`src/rtl/rol_flag_pkg.sv`:
```
package rol_flag_pkg;
  localparam int MAX_W  = 64;
  localparam int MIN_W  = 8;
  localparam int CNT_W  = 8;
  localparam int NUM_SZ = 4;
  localparam int SZ_W   = $clog2(NUM_SZ);
  localparam int MCNT_W = $clog2(MAX_W);

  typedef enum logic [SZ_W-1:0] {
    SZ_B8  = 2'd0,
    SZ_B16 = 2'd1,
    SZ_B32 = 2'd2,
    SZ_B64 = 2'd3
  } size_e;

  function automatic int unsigned size_bits(size_e s);
    return MIN_W << s;
  endfunction
endpackage

```
`src/rtl/rol_count_mask.sv`:
```
module rol_count_mask
  import rol_flag_pkg::*;
(
  input  size_e             size_i,
  input  logic [CNT_W-1:0]  count_i,
  output logic [MCNT_W-1:0] masked_o,
  output logic [MCNT_W-1:0] amt_o
);
  logic [MCNT_W-1:0] width_mask;

  always_comb begin
    if (size_i == SZ_B64) masked_o = count_i[MCNT_W-1:0];
    else                  masked_o = {1'b0, count_i[MCNT_W-2:0]};
    width_mask = MCNT_W'(size_bits(size_i) - 1);
    // modulo width for narrow sizes
    amt_o = masked_o & width_mask;
  end
endmodule

```
`src/rtl/rol_barrel.sv`:
```
module rol_barrel
  import rol_flag_pkg::*;
(
  input  size_e             size_i,
  input  logic [MAX_W-1:0]  operand_i,
  input  logic [MCNT_W-1:0] amt_i,
  output logic [MAX_W-1:0]  result_o
);
  logic [MAX_W-1:0] rot_all [NUM_SZ];

  for (genvar k = 0; k < NUM_SZ; k++) begin : g_size
    localparam int W  = MIN_W << k;
    localparam int LW = $clog2(W);
    logic [W-1:0] st [LW+1];

    assign st[0] = operand_i[W-1:0];
    for (genvar s = 0; s < LW; s++) begin : g_stage
      localparam int SH = 1 << s;
      assign st[s+1] = amt_i[s] ? {st[s][W-1-SH:0], st[s][W-1 -: SH]} : st[s];
    end
    assign rot_all[k] = MAX_W'(st[LW]);
  end

  assign result_o = rot_all[size_i];
endmodule

```
`src/rtl/rol_flag_gen.sv`:
```
module rol_flag_gen
  import rol_flag_pkg::*;
(
  input  size_e             size_i,
  input  logic [MCNT_W-1:0] masked_i,
  input  logic [MAX_W-1:0]  rot_i,
  input  logic              carry_i,
  input  logic              ovf_i,
  output logic              carry_o,
  output logic              ovf_o,
  output logic              we_o,
  output logic              undef_o
);
  logic msb;

  always_comb begin
    msb = rot_i[size_bits(size_i) - 1];
    carry_o = carry_i;
    ovf_o   = ovf_i;
    we_o    = 1'b0;
    undef_o = 1'b0;
    if (masked_i != '0) begin
      we_o    = 1'b1;
      carry_o = rot_i[0];
      if (masked_i == MCNT_W'(1)) ovf_o = rot_i[0] ^ msb;
      else                        undef_o = 1'b1;
    end
  end
endmodule

```
`src/rtl/rol_flag_unit.sv`:
```
module rol_flag_unit
  import rol_flag_pkg::*;
(
  input  logic              clk_i,
  input  logic              rst_ni,
  input  logic              valid_i,
  input  logic [MAX_W-1:0]  operand_i,
  input  logic [SZ_W-1:0]   size_i,
  input  logic [CNT_W-1:0]  count_i,
  input  logic              carry_i,
  input  logic              ovf_i,
  output logic              valid_o,
  output logic [MAX_W-1:0]  result_o,
  output logic              carry_o,
  output logic              ovf_o,
  output logic              flags_we_o,
  output logic              ovf_undef_o
);
  size_e             size;
  logic [MCNT_W-1:0] masked, amt;
  logic [MAX_W-1:0]  rot;
  logic              c_n, o_n, we_n, u_n;

  assign size = size_e'(size_i);

  rol_count_mask u_mask (
    .size_i(size), .count_i(count_i), .masked_o(masked), .amt_o(amt)
  );

  rol_barrel u_rot (
    .size_i(size), .operand_i(operand_i), .amt_i(amt), .result_o(rot)
  );

  rol_flag_gen u_flag (
    .size_i(size), .masked_i(masked), .rot_i(rot), .carry_i(carry_i),
    .ovf_i(ovf_i), .carry_o(c_n), .ovf_o(o_n), .we_o(we_n), .undef_o(u_n)
  );

  always_ff @(posedge clk_i or negedge rst_ni) begin
    if (!rst_ni) begin
      valid_o     <= 1'b0;
      result_o    <= '0;
      carry_o     <= 1'b0;
      ovf_o       <= 1'b0;
      flags_we_o  <= 1'b0;
      ovf_undef_o <= 1'b0;
    end else begin
      valid_o <= valid_i;
      if (valid_i) begin
        result_o    <= rot;
        carry_o     <= c_n;
        ovf_o       <= o_n;
        flags_we_o  <= we_n;
        ovf_undef_o <= u_n;
      end
    end
  end

  assert_carry_lsb_R5: assert property (@(posedge clk_i) disable iff (!rst_ni)
    valid_o && flags_we_o |-> carry_o == result_o[0]);

  assert_no_undef_R8: assert property (@(posedge clk_i) disable iff (!rst_ni)
    valid_o && !flags_we_o |-> !ovf_undef_o);

  assert_undef_pass_R7: assert property (@(posedge clk_i) disable iff (!rst_ni)
    valid_i && size_i == SZ_B32 && count_i[4:0] > 5'd1 |=> ovf_undef_o && ovf_o == $past(ovf_i));

  assert_upper_zero_R4: assert property (@(posedge clk_i) disable iff (!rst_ni)
    valid_i && size_i == SZ_B8 |=> result_o[MAX_W-1:MIN_W] == '0);

  assert_mask_R2: assert property (@(posedge clk_i) disable iff (!rst_ni)
    valid_i && size_i != SZ_B64 && count_i[4:0] == 5'd0 |=> !flags_we_o);

  assert_latency_R9: assert property (@(posedge clk_i) disable iff (!rst_ni)
    valid_i |=> valid_o);

  assert_hold_R9: assert property (@(posedge clk_i) disable iff (!rst_ni)
    !valid_i |=> $stable(result_o) && $stable(carry_o));
endmodule

```
`config.mk`:
```
export PLATFORM = sky130hd
export DESIGN_NAME = rol_flag_unit
export DESIGN_NICKNAME = d
export VERILOG_FILES = /design/src/rtl/rol_flag_pkg.sv /design/src/rtl/rol_count_mask.sv /design/src/rtl/rol_barrel.sv /design/src/rtl/rol_flag_gen.sv /design/src/rtl/rol_flag_unit.sv
export SDC_FILE = /design/constraint.sdc
export NUM_CORES = 1
export LEC_CHECK = 0
export BUFFER_PORTS_ARGS = -buffer_cell sky130_fd_sc_hd__buf_2
export CAP_MARGIN = 20
export CELL_PAD_IN_SITES_DETAIL_PLACEMENT = 0
export CELL_PAD_IN_SITES_GLOBAL_PLACEMENT = 2
export CORE_ASPECT_RATIO = 1.5
export CORE_MARGIN = 5
export CORE_UTILIZATION = 36
export DETAILED_ROUTE_END_ITERATION = 12
export MAX_ROUTING_LAYER = met4
export PLACE_DENSITY = 0.92
export RECOVER_POWER = 25
export SYNTH_ARGS = -nofsm -noshare
export SYNTH_HDL_FRONTEND = slang
export SYNTH_SLANG_ARGS = --single-unit
export TNS_END_PERCENT = 100
```
`constraint.sdc`:
```
create_clock -name clk_i -period 1.1 [get_ports clk_i]
set_clock_uncertainty 0.15 [all_clocks]
set_input_delay 0.11 -clock clk_i [delete_from_list [all_inputs] [get_ports clk_i]]
set_output_delay 0.11 -clock clk_i [all_outputs]
set_load 0.005 [all_outputs]
```
==> run_results.csv, run 1 <==
group,metric,value,unit
status,status,"finished with violations",
status,violations,"setup timing",
setup_path,cp.required,1160,ps
placement,gp_congestion,1.068,
timing,hold_viol_final,0,
final_layout,drive_gt1_frac,0.6856,
cts,ctsLongestPathBuffers,2,
floorplanning,die_x,137.1,um
yosys,syn_area,8725,sq um
worst_hold_path,hold_class,"in2reg",
yosys,synth-edff-count,0,
yosys,synth_area_leaders,"mux4_2 26%, dfrtp_1 20%, mux2i_1 9.3%",
floorplanning,fp.coreArea,23830,sq um
yosys,yosysTopAreaCell,"mux4_2",
cts,clkTransAtPathRegs,60,ps
timing,rsz0062_at_grt,"yes",
detailed_routing,drt-vias-per-instance,6.156,
timing,worst_slack,-1214,ps
yosys,synthCells,912,
setup_path,crit_type,"in2reg",
power_and_ir_drop,power_frac_comb,0.592,
power_and_ir_drop,swShare,0.3743,
power_and_ir_drop,internal_power,9.555,mW
yosys,seq_area_frac_synth,0.1979,
grt,grt_pass1_wl,60.60,mm
setup_path,arrival,2370,ps
power_and_ir_drop,net-switching-power,5.715,mW
detailed_routing,drt_iter0_drc,789,
floorplanning,start_util,0.3662,
final_layout,final_area,14790,sq um
detailed_routing,route.detailed.drc,0,
job,cap_violations,0,
placement,dpl_cell_area,11800,sq um
grt,grt_overflow_total,0,
floorplanning,die_h,200.7,um
power_and_ir_drop,power.share.clock,0.212,
placement,hpwl,29.59,mm
grt,antenna_found_initial,0,
timing,tightest_slew,479.4,ps
yosys,yosys_warnings,0,
setup_path,worstRegToRegCells,3,
detailed_routing,detailroute.via_count,10400,
grt,grt_max_degree,49,
detailed_routing,wl_per_cell,24.32,um
detailed_routing,dr.pass1.iters,5,
final_layout,fill_cells,1864,
placement,dp.cells,1551,
yosys,synthArstFlopShare,1.000,
cts,htreeDepth,3,
grt,grt_pass1_vias,10610,
final_layout,fin_util,0.6209,
setup_path,critPathBufInv,4,
yosys,synth_top_area_frac,0.2556,
power_and_ir_drop,vdd_ir_drop_max,735.7,uV
worst_hold_path,hold_path_depth,4,
setup_path,worst-path-stages,11,
cts,cts_tree,"yes",
final_layout,final_nets,1445,
setup_path,crit_chain,"buf_16 -> buf_12 -> buf_16 -> mux4_2 -> mux2_2 -> mux2i_2 -> o21a_1 -> o22ai_1 -> a21oi_1 -> buf_4 -> o221ai_2",
timing,slew_headroom,0.6770,
final_layout,stdcell_count,1690,
yosys,yosysUniqueCellTypes,60,
cts,cts_root_buf,"clkbuf_16",
floorplanning,dieArea,27510,sq um
power_and_ir_drop,powerDensity,1032,nW/um^2
placement,port_buffers,145,
grt,grtUsageTotal,0.2902,
setup_path,slowest_stage,"mux4_2",
cts,insertion_delay,340,ps
setup_path,crit_path_frequent_cell,"buf_16",
timing,fmax,432.1,MHz
cts,cts_sinks,69,
setup_path,cp-start-kind,"primary input",
final_layout,n_antenna_cell,0,
timing,slew_violations,0,
setup_path,cpPeakStageDelay,570,ps
detailed_routing,wirelength,41.10,mm
power_and_ir_drop,p_seq_frac,0.196,
yosys,synth_nets,991,
timing,finalCritPeriodShare,2.104,
setup_path,crit_fanout,7,
placement,dp_slack,-1768,ps
yosys,synth_ff_type,"dfrtp_1",
setup_path,worst_path_dominant_cell_family,"multiplexers",
cts,cts_buffers,9,
yosys,yosys_register_bits,69,
timing,final-setup-viol-count,99,
yosys,syn_area_per_cell,9.566,sq um
floorplanning,io_pins,148,
power_and_ir_drop,power.leakage,6.422,nW
floorplanning,num_rows,69,
setup_path,crit_path_end_kind,"register",
detailed_routing,drtAntennaViolNets,0,
power_and_ir_drop,p_total,15.27,mW
timing,fin_crit,2314,ps
final_layout,syn_to_final_growth,69.57,%
-- flip-flops by register name (all words and copies together), names as in the netlist --
| register | flops |
|---|---|
| flags_we_o | 1 |
| carry_o | 1 |
| ovf_undef_o | 1 |
| ovf_o | 1 |
| valid_o | 1 |
| result_o | 64 |
-- synth_stat cells (19+ instances only) --
| cell type | instances |
|---|---|
| a211oi_1 | 19 |
| a21oi_1 | 69 |
| buf_2 | 26 |
| clkbuf_1 | 49 |
| dfrtp_1 | 69 |
| mux2_2 | 54 |
| mux2i_1 | 81 |
| mux4_2 | 99 |
| nand2_1 | 92 |
| nand3_1 | 19 |
| nor2_1 | 79 |
| o21ai_0 | 45 |
| o2bb2ai_1 | 43 |
-- through the flow --
stage	setup TNS, ps	hold slack [ps]
floorplan	-68070	-335.6
global placement	-96410	-85.39
detailed placement	-98480	-85.14
CTS	-66600	13.68
global route	-73490	25.41
finish	-69210	7.462
-- placed cells by master (no fill, tap or decap), types with 9 or more instances in the layout --
cell and count:
clkbuf_16 10, buf_4 316, mux4_2 99, a21oi_2 21, mux2i_4 26, mux2i_1 31, o21ai_0 17, o21a_1 11
a211oi_2 13, nor2_1 59, mux2_2 22, nand2_1 59, nand3_1 15, mux2_4 32, o2bb2ai_2 9, nand2_2 27
o2bb2ai_1 34, buf_6 44, buf_12 23, mux2i_2 24, a21oi_1 44, o211ai_1 12, o21ai_2 17, buf_2 139
nor2_2 15, dfrtp_1 67
-- worst min-delay path, cell delays in order --
cell	delay, ps
buf_2	80
nand3_1	50
a21boi_0	130
nand3b_1	80
-- logic make-up (layout without fill, tap and decap cells) --
logic type | Yosys count | after routing | synth area share
AOI/OAI and AO/OA | 266 | 266 | 0.2058
and+or+nand+nor | 238 | 238 | 0.1238
muxes | 234 | 234 | 0.4182
buffers and inverters | 105 | 564 | 0.05435
DFF | 69 | 69 | 0.1979
-- routing by layer --
layer,GRT usage,part of all wire,vias up
met5,-,0,-
met4,0.2033,0.088,0
met3,0.03134,0.067,187
met2,0.4528,0.48,627
met1,0.3464,0.37,5094
li1,-,-,4495
-- power by group through the flow --
stage	Sequential (mW)	Clock (mW)	Combinational, mW
2_1_floorplan	3.03	0	3.45
3_3_place_gp	3.06	0	6.41
3_5_place_dp	3.06	0	6.50
4_1_cts	2.99	3.26	7.79
5_1_grt	3.02	3.36	9.44
6_report	3.00	3.23	9.04
-- final timing paths --
| check | start | end | slack [ps] |
|---|---|---|---|
| max | count_i[0] | result_o[14]$_DFFE_PN0P_ | -1210 |
| min | ovf_i | ovf_o$_DFFE_PN0P_ | 7 |
| max reg2reg | result_o[1]$_DFFE_PN0P_ | result_o[1]$_DFFE_PN0P_ | 10 |
| min reg2reg | result_o[3]$_DFFE_PN0P_ | result_o[3]$_DFFE_PN0P_ | 380 |
| max in group asynchronous | rst_ni | result_o[7]$_DFFE_PN0P_ | 70 |
| min in group asynchronous | rst_ni | result_o[59]$_DFFE_PN0P_ | 110 |
-- layout make-up --
type | instances | area [sq um] | area share
clock buffer | 12 | 256.5 | 0.01734
clock inverter | 4 | 70.07 | 0.004736
inverter | 8 | 30.03 | 0.002030
multi-input combinational | 738 | 7958 | 0.5379
sequential | 69 | 1729 | 0.1169
tap | 319 | 399.1 | 0.02698
timing repair buffer | 540 | 4352 | 0.2941
-- what timing repair did --
item | CTS | global route
setup endpoints to repair | 136 | 136
setup buffers | 87 | 49
cloned | 7 | 1
pin swaps | 64 | 77
gates resized for setup | 201 | 194
hold endpoints to repair | 70 | 0
hold buffers | 2 | 0
No activity file was read; power rests on OpenSTA's default activity.
==> run 2: changes to the inputs <==
Settings changed: SETUP_SLACK_MARGIN from default to 0.4.
==> run 2 against run 1 <==
The run ends with hold timing, setup timing left. Die area unchanged. Hold slack worse by 300 ps. Critical path depth did not move. Worst setup slack got worse by 40 ps.
==> run_results.csv, run 2 (synthesis gave the netlist of run 1 again) <==
group,metric,value,unit
placement,gp_congestion,1.068,
detailed_routing,dr.pass1.iters,5,
timing,tightest_slew,851.1,ps
setup_path,arrival,2400,ps
grt,antenna_found_initial,0,
power_and_ir_drop,power.leakage,6.379,nW
cts,cts_buffers,9,
worst_hold_path,hold_class,"in2async",
floorplanning,dieArea,27510,sq um
cts,cts_sinks,69,
placement,dp.cells,1551,
floorplanning,num_rows,69,
cts,clkTransAtPathRegs,50,ps
final_layout,n_antenna_cell,0,
setup_path,reg2reg_setup_slack,-10,ps
final_layout,largest_reg_flops,64,
setup_path,crit_type,"in2reg",
final_layout,final_nets,1449,
cts,cts_root_buf,"clkbuf_16",
status,violations,"hold timing, setup timing",
timing,rsz0062_at_grt,"yes",
power_and_ir_drop,p_total,15.04,mW
final_layout,fill_cells,1911,
timing,slew_headroom,0.4326,
detailed_routing,wl_per_cell,23.66,um
grt,grt_overflow_total,0,
grt,grt_pass1_vias,10640,
setup_path,cp-start-kind,"primary input",
timing,final-setup-viol-count,97,
cts,insertion_delay,330,ps
setup_path,timing.rr.start,"result_o[1]$_DFFE_PN0P_",
setup_path,crit_fanout,6,
timing,fin_crit,2354,ps
detailed_routing,drt_iter0_drc,840,
final_layout,drive_gt1_frac,0.6633,
floorplanning,die_h,200.7,um
detailed_routing,detailroute.via_count,10340,
placement,port_buffers,145,
placement,hpwl,29.59,mm
floorplanning,die_x,137.1,um
setup_path,worstRegToRegCells,3,
final_layout,stdcell_count,1694,
detailed_routing,drtAntennaViolNets,0,
timing,slew_violations,0,
job,cap_violations,0,
timing,fmax,424.7,MHz
status,status,"finished with violations",
grt,grt_max_degree,49,
timing,worst_slack,-1254,ps
cts,ctsLongestPathBuffers,2,
floorplanning,start_util,0.3662,
grt,grt_pass1_wl,60.66,mm
final_layout,final_common_cell,"buf_4",
power_and_ir_drop,powerDensity,1034,nW/um^2
setup_path,cp.required,1150,ps
final_layout,syn_to_final_growth,66.80,%
floorplanning,io_pins,148,
final_layout,fin_util,0.6107,
detailed_routing,route.detailed.drc,0,
placement,dp_slack,-1768,ps
setup_path,r2r-end,"result_o[1]$_DFFE_PN0P_",
floorplanning,fp.coreArea,23830,sq um
detailed_routing,wirelength,40.08,mm
timing,whs,-290.5,ps
timing,finalCritPeriodShare,2.140,
cts,cts_tree,"yes",
setup_path,crit_path_end_kind,"register",
timing,hold_viol_final,7,
final_layout,final_cell_mix,"331 x buf_4, 140 x buf_2, 99 x mux4_2, 67 x dfrtp_1, 64 x nand2_1",
cts,htreeDepth,3,
grt,grtUsageTotal,0.2907,
detailed_routing,drt-vias-per-instance,6.104,
power_and_ir_drop,vdd_ir_drop_max,749.7,uV
final_layout,largest_register,"result_o",
run 2: cell type report:
class                           instances  area (sq um)  area share
Clock inverter                          4         70.07    0.004815
Clock buffer                           12         256.5     0.01763
Inverter                                8         30.03    0.002063
Timing Repair Buffer                  544          4337      0.2980
Sequential cell                        69          1729      0.1188
Tap cell                              319         399.1     0.02743
Multi-Input combinational cell        738          7731      0.5313
run 2: layer usage:
layer,part of all wire,vias up,track usage
met4,0.091,0,0.2036
met2,0.47,593,0.4525
met1,0.37,5055,0.3464
met5,0,-,-
met3,0.063,186,0.03410
li1,-,4506,-
run 2: how the worst max path moves through the flow:
stage / depth (start not counted) / slack, ps / to / from
3_5_place_dp: 11 / -1770 / result_o[11]$_DFFE_PN0P_ / count_i[0]
6_report: 11 / -1250 / result_o[11]$_DFFE_PN0P_ / count_i[0]
3_3_place_gp: 11 / -1760 / result_o[11]$_DFFE_PN0P_ / count_i[0]
2_1_floorplan: 9 / -1220 / result_o[30]$_DFFE_PN0P_ / count_i[0]
5_1_grt: 11 / -1280 / ovf_o$_DFFE_PN0P_ / count_i[0]
4_1_cts: 11 / -1160 / result_o[11]$_DFFE_PN0P_ / count_i[0]
run 2: worst max-delay path, cell delays in order:
cell	delay [ps]
buf_12	120
buf_6	130
buf_4	120
mux4_2	610
mux2_4	340
mux2i_2	180
mux2_4	190
nor2_1	40
a211oi_2	270
buf_4	190
o221ai_1	100
run 2: report_power, final:
group	switching, mW	total (mW)	internal, mW
clock	1.13	3.23	2.10
combinational	4.26	8.82	4.56
sequential	0.175	3.00	2.82
total	5.56	15.0	9.48
run 2: per-stage QoR:
step / TNS, ps / instance area [sq um]
2_1_floorplan: -68070 / 9032
4_1_cts: -66810 / 13760
3_3_place_gp: -96410 / 11800
3_5_place_dp: -98480 / 11800
5_1_grt: -74810 / 14550
6_report: -69720 / 14550
run 2: what timing repair did:
| item | in CTS | in global routing |
|---|---|---|
| pin swaps | 61 | 45 |
| buffers inserted | 85 | 35 |
| hold endpoints to repair | 70 | 70 |
| endpoints found under the setup margin | 137 | 137 |
| gates cloned | 7 | 0 |
| resized for setup | 199 | 125 |
==> run 3: changes to the inputs <==
Settings changed: CELL_PAD_IN_SITES_DETAIL_PLACEMENT 0 to default, CELL_PAD_IN_SITES_GLOBAL_PLACEMENT 2 to default, CORE_UTILIZATION 36 to 59, PLACE_DENSITY 0.92 to 0.93.
==> run 3 against run 2 <==
The flow now stops in 5_1_grt. Synthesized cell count unchanged. Area after synthesis unchanged.
==> run_results.csv, run 3 <==
group,metric,value,unit
status,error,"[ERROR GRT-0116] Global routing finished with congestion. Check the congestion regions in the DRC Viewer.",
grt,grt_overflow_total,121,
yosys,synth_ff_type,"dfrtp_1",
yosys,synth-edff-count,0,
placement,port_buffers,145,
status,status,"aborted with a tool error",
cts,htreeDepth,3,
floorplanning,start_util,0.6006,
yosys,seq_area_frac_synth,0.1979,
floorplanning,io_pins,148,
placement,hpwl,30.03,mm
yosys,synth_area_leaders,"mux4_2 26%, dfrtp_1 20%, mux2i_1 9.3%",
yosys,syn_area,8725,sq um
placement,gp_congestion,1.185,
yosys,yosysTopAreaCell,"mux4_2",
yosys,yosys_register_bits,69,
grt,grt_pass1_wl,96.43,mm
grt,grtUsageTotal,0.7475,
cts,ctsLongestPathBuffers,2,
yosys,synth_commonest_cells,"99 x mux4_2, 92 x nand2_1, 81 x mux2i_1",
status,lastStage,"5_1_grt",
yosys,synth_top_area_frac,0.2556,
cts,cts_buffers,9,
floorplanning,die_x,109.3,um
yosys,syn_area_per_cell,9.566,sq um
cts,cts_root_buf,"clkbuf_16",
yosys,synthCells,912,
floorplanning,num_rows,54,
cts,cts_sinks,69,
yosys,synthArstFlopShare,1.000,
grt,grt_max_degree,38,
yosys,yosysUniqueCellTypes,60,
yosys,yosysMostFrequentCell,"mux4_2",
grt,grt_pass1_vias,14840,
yosys,synth_nets,991,
yosys,yosys_warnings,0,
floorplanning,die_h,158.9,um
==> run 3: cell counts after synthesis <==
No cell type changed its count.
==> run 3: logic make-up after synthesis <==
kind of cell / count (synthesis) / share of synthesized area
DFF: 69 / 0.1979
buffers and inverters: 105 / 0.05435
muxes: 234 / 0.4182
and+or+nand+nor: 238 / 0.1238
AOI/OAI and AO/OA: 266 / 0.2058
==> run 3: per-layer routing <==
metal	GRT overflow	global-route usage
met1	5	0.7303
met2	56	0.8812
met3	1	0.5684
met4	59	0.7635
met5	-	-
==> run 3: metrics by stage <==
| stage | instance area [sq um] | setup TNS, ps | worst slack (ps) | utilization | instances |
|---|---|---|---|---|---|
| floorplan | 9032 | -68070 | -1217 | - | 912 |
| global placement | 11520 | -93810 | -1549 | 0.7933 | 1415 |
| detailed placement | 11520 | -101460 | -1782 | 0.7933 | 1415 |
| CTS | 13850 | -65100 | -1151 | 0.9533 | 1530 |
==> run 3: what timing repair did <==
| action | in CTS |
|---|---|
| pin swaps | 64 |
| setup endpoints to repair | 137 |
| hold endpoints to repair | 72 |
| setup buffers | 92 |
| resized for setup | 265 |
| gates cloned | 7 |
==> run 4: changes to the inputs <==
Settings changed: CORE_ASPECT_RATIO 1.5 to default, CORE_UTILIZATION 59 to 40, MAX_ROUTING_LAYER met4 to default, PLACE_DENSITY 0.93 to default, PLACE_DENSITY_LB_ADDON from default to 0.15, SETUP_SLACK_MARGIN 0.4 to default.
==> run 4 against run 3 <==
The flow now finishes, with violations (setup timing).
==> run_results.csv, run 4 (synthesis gave the netlist of run 1 again) <==
group,metric,value,unit
status,status,"finished with violations",
status,violations,"setup timing",
detailed_routing,drtAntennaViolNets,0,
floorplanning,start_util,0.4035,
final_layout,final_common_cell,"buf_4",
worst_hold_path,hold_class,"in2reg",
setup_path,cp.required,1170,ps
floorplanning,io_pins,148,
floorplanning,die_h,157.7,um
floorplanning,die_x,157.7,um
timing,tightest_slew,640.9,ps
grt,grt_overflow_total,0,
job,cap_violations,0,
power_and_ir_drop,power.leakage,6.600,nW
setup_path,slowest_stage,"mux4_2",
timing,slew_headroom,0.5727,
setup_path,critPathBufInv,4,
timing,fmax,432.5,MHz
final_layout,final_area,14830,sq um
detailed_routing,detailroute.via_count,10090,
cts,cts_buffers,9,
cts,htreeDepth,3,
setup_path,worst_path_dominant_cell_family,"multiplexers",
floorplanning,dieArea,24860,sq um
timing,fin_crit,2312,ps
timing,worst_slack,-1212,ps
final_layout,syn_to_final_growth,70.03,%
final_layout,n_antenna_cell,0,
setup_path,crit_chain,"buf_16 -> buf_12 -> buf_12 -> mux4_2 -> buf_6 -> mux4_2 -> nand2_2 -> a21oi_2 -> a211o_1 -> o211ai_1 -> a31oi_1",
cts,insertion_delay,340,ps
detailed_routing,wirelength,39.33,mm
final_layout,final_nets,1472,
cts,cts_tree,"yes",
timing,finalCritPeriodShare,2.102,
grt,grt_max_degree,70,
setup_path,arrival,2380,ps
grt,grt_pass1_wl,57.13,mm
floorplanning,fp.coreArea,21620,sq um
power_and_ir_drop,vdd_ir_drop_max,734.7,uV
timing,rsz0062_at_grt,"yes",
setup_path,crit_fanout,5,
grt,grtUsageTotal,0.3016,
setup_path,crit_path_end_kind,"register",
timing,tns,-69270,ps
detailed_routing,wl_per_cell,23.44,um
placement,port_buffers,145,
detailed_routing,drt_iter0_drc,848,
final_layout,largest_register,"result_o",
setup_path,crit_type,"in2reg",
placement,hpwl,29.32,mm
placement,dpl_cell_area,11900,sq um
cts,ctsLongestPathBuffers,2,
power_and_ir_drop,powerDensity,1010,nW/um^2
grt,antenna_found_initial,0,
placement,gp_congestion,1.066,
detailed_routing,route.detailed.drc,0,
detailed_routing,drt-vias-per-instance,6.014,
cts,cts_root_buf,"clkbuf_16",
floorplanning,num_rows,54,
timing,hold_viol_final,0,
grt,grt_pass1_vias,9562,
cts,clkTransAtPathRegs,60,ps
setup_path,cpPeakStageDelay,580,ps
timing,final-setup-viol-count,119,
timing,slew_violations,0,
setup_path,cp-start-kind,"primary input",
final_layout,drive_gt1_frac,0.6731,
final_layout,largest_reg_flops,64,
final_layout,final_cell_mix,"330 x buf_4, 139 x buf_2, 99 x mux4_2, 68 x dfrtp_1, 66 x nor2_1",
cts,cts_sinks,69,
detailed_routing,dr.pass1.iters,5,
==> run 4: timing repair <==
| action | in CTS | in global routing |
|---|---|---|
| gates resized for setup | 232 | 154 |
| setup buffers | 77 | 63 |
| cloned | 4 | 3 |
| hold buffers | 3 | 0 |
| pin swaps | 66 | 70 |
| setup endpoints to repair | 136 | 136 |
| hold endpoints to repair | 71 | 0 |
==> run 4: routing by layer <==
metal	global-route usage	share of wire	wire, um
met4	0.1045	0.034	1332
met1	0.4285	0.43	16790
met3	0.05467	0.075	2938
met2	0.4647	0.46	18270
met5	0	0	0
==> run 4: final cells by class <==
class | count | area, sq um
Clock buffer | 10 | 239.0
Clock inverter | 6 | 62.56
Fill cell | 1697 | 6787
Inverter | 8 | 30.03
Multi-Input combinational cell | 738 | 7826
Sequential cell | 69 | 1728
Tap cell | 280 | 350.3
Timing Repair Buffer | 567 | 4598
==> run 4: final timing paths <==
path	from	to	slack, ps	cells past startpoint
min in group asynchronous	rst_ni	result_o[51]$_DFFE_PN0P_	250	3
max in group asynchronous	rst_ni	result_o[6]$_DFFE_PN0P_	100	3
setup reg to reg	result_o[6]$_DFFE_PN0P_	result_o[6]$_DFFE_PN0P_	-250	2
hold / removal	valid_i	valid_o$_DFF_PN0_	70	2
setup / recovery	count_i[0]	result_o[2]$_DFFE_PN0P_	-1210	11
hold reg to reg	result_o[58]$_DFFE_PN0P_	result_o[58]$_DFFE_PN0P_	340	1
==> run 4: through the flow <==
step                std cells  utilization  setup slack (ps)  hold slack [ps]  total power [mW]
floorplan                 912            -             -1217           -335.6             6.484
global placement         1532       0.5505             -1698            14.98             9.675
detailed placement       1532       0.5505             -1721            12.62             9.702
CTS                      1623       0.6367             -1167            44.65             13.94
global route             1678       0.6861             -1282            75.37             15.60
finish                   1678       0.6861             -1212            66.68             14.98
==> run 4: worst register-to-register path, cell delays in order, from the launching register on <==
cell and delay [ps]:
dfrtp_2 460, o21ai_0 460, o21ai_1 130
==> run 4: where the power goes <==
part	switching [mW]	total, mW	leakage [nW]	internal [mW]
clock	1.18	2.99	0.152	1.81
sequential	0.160	2.98	0.885	2.82
combinational	4.32	9.01	5.56	4.70
total	5.66	15.0	6.60	9.33
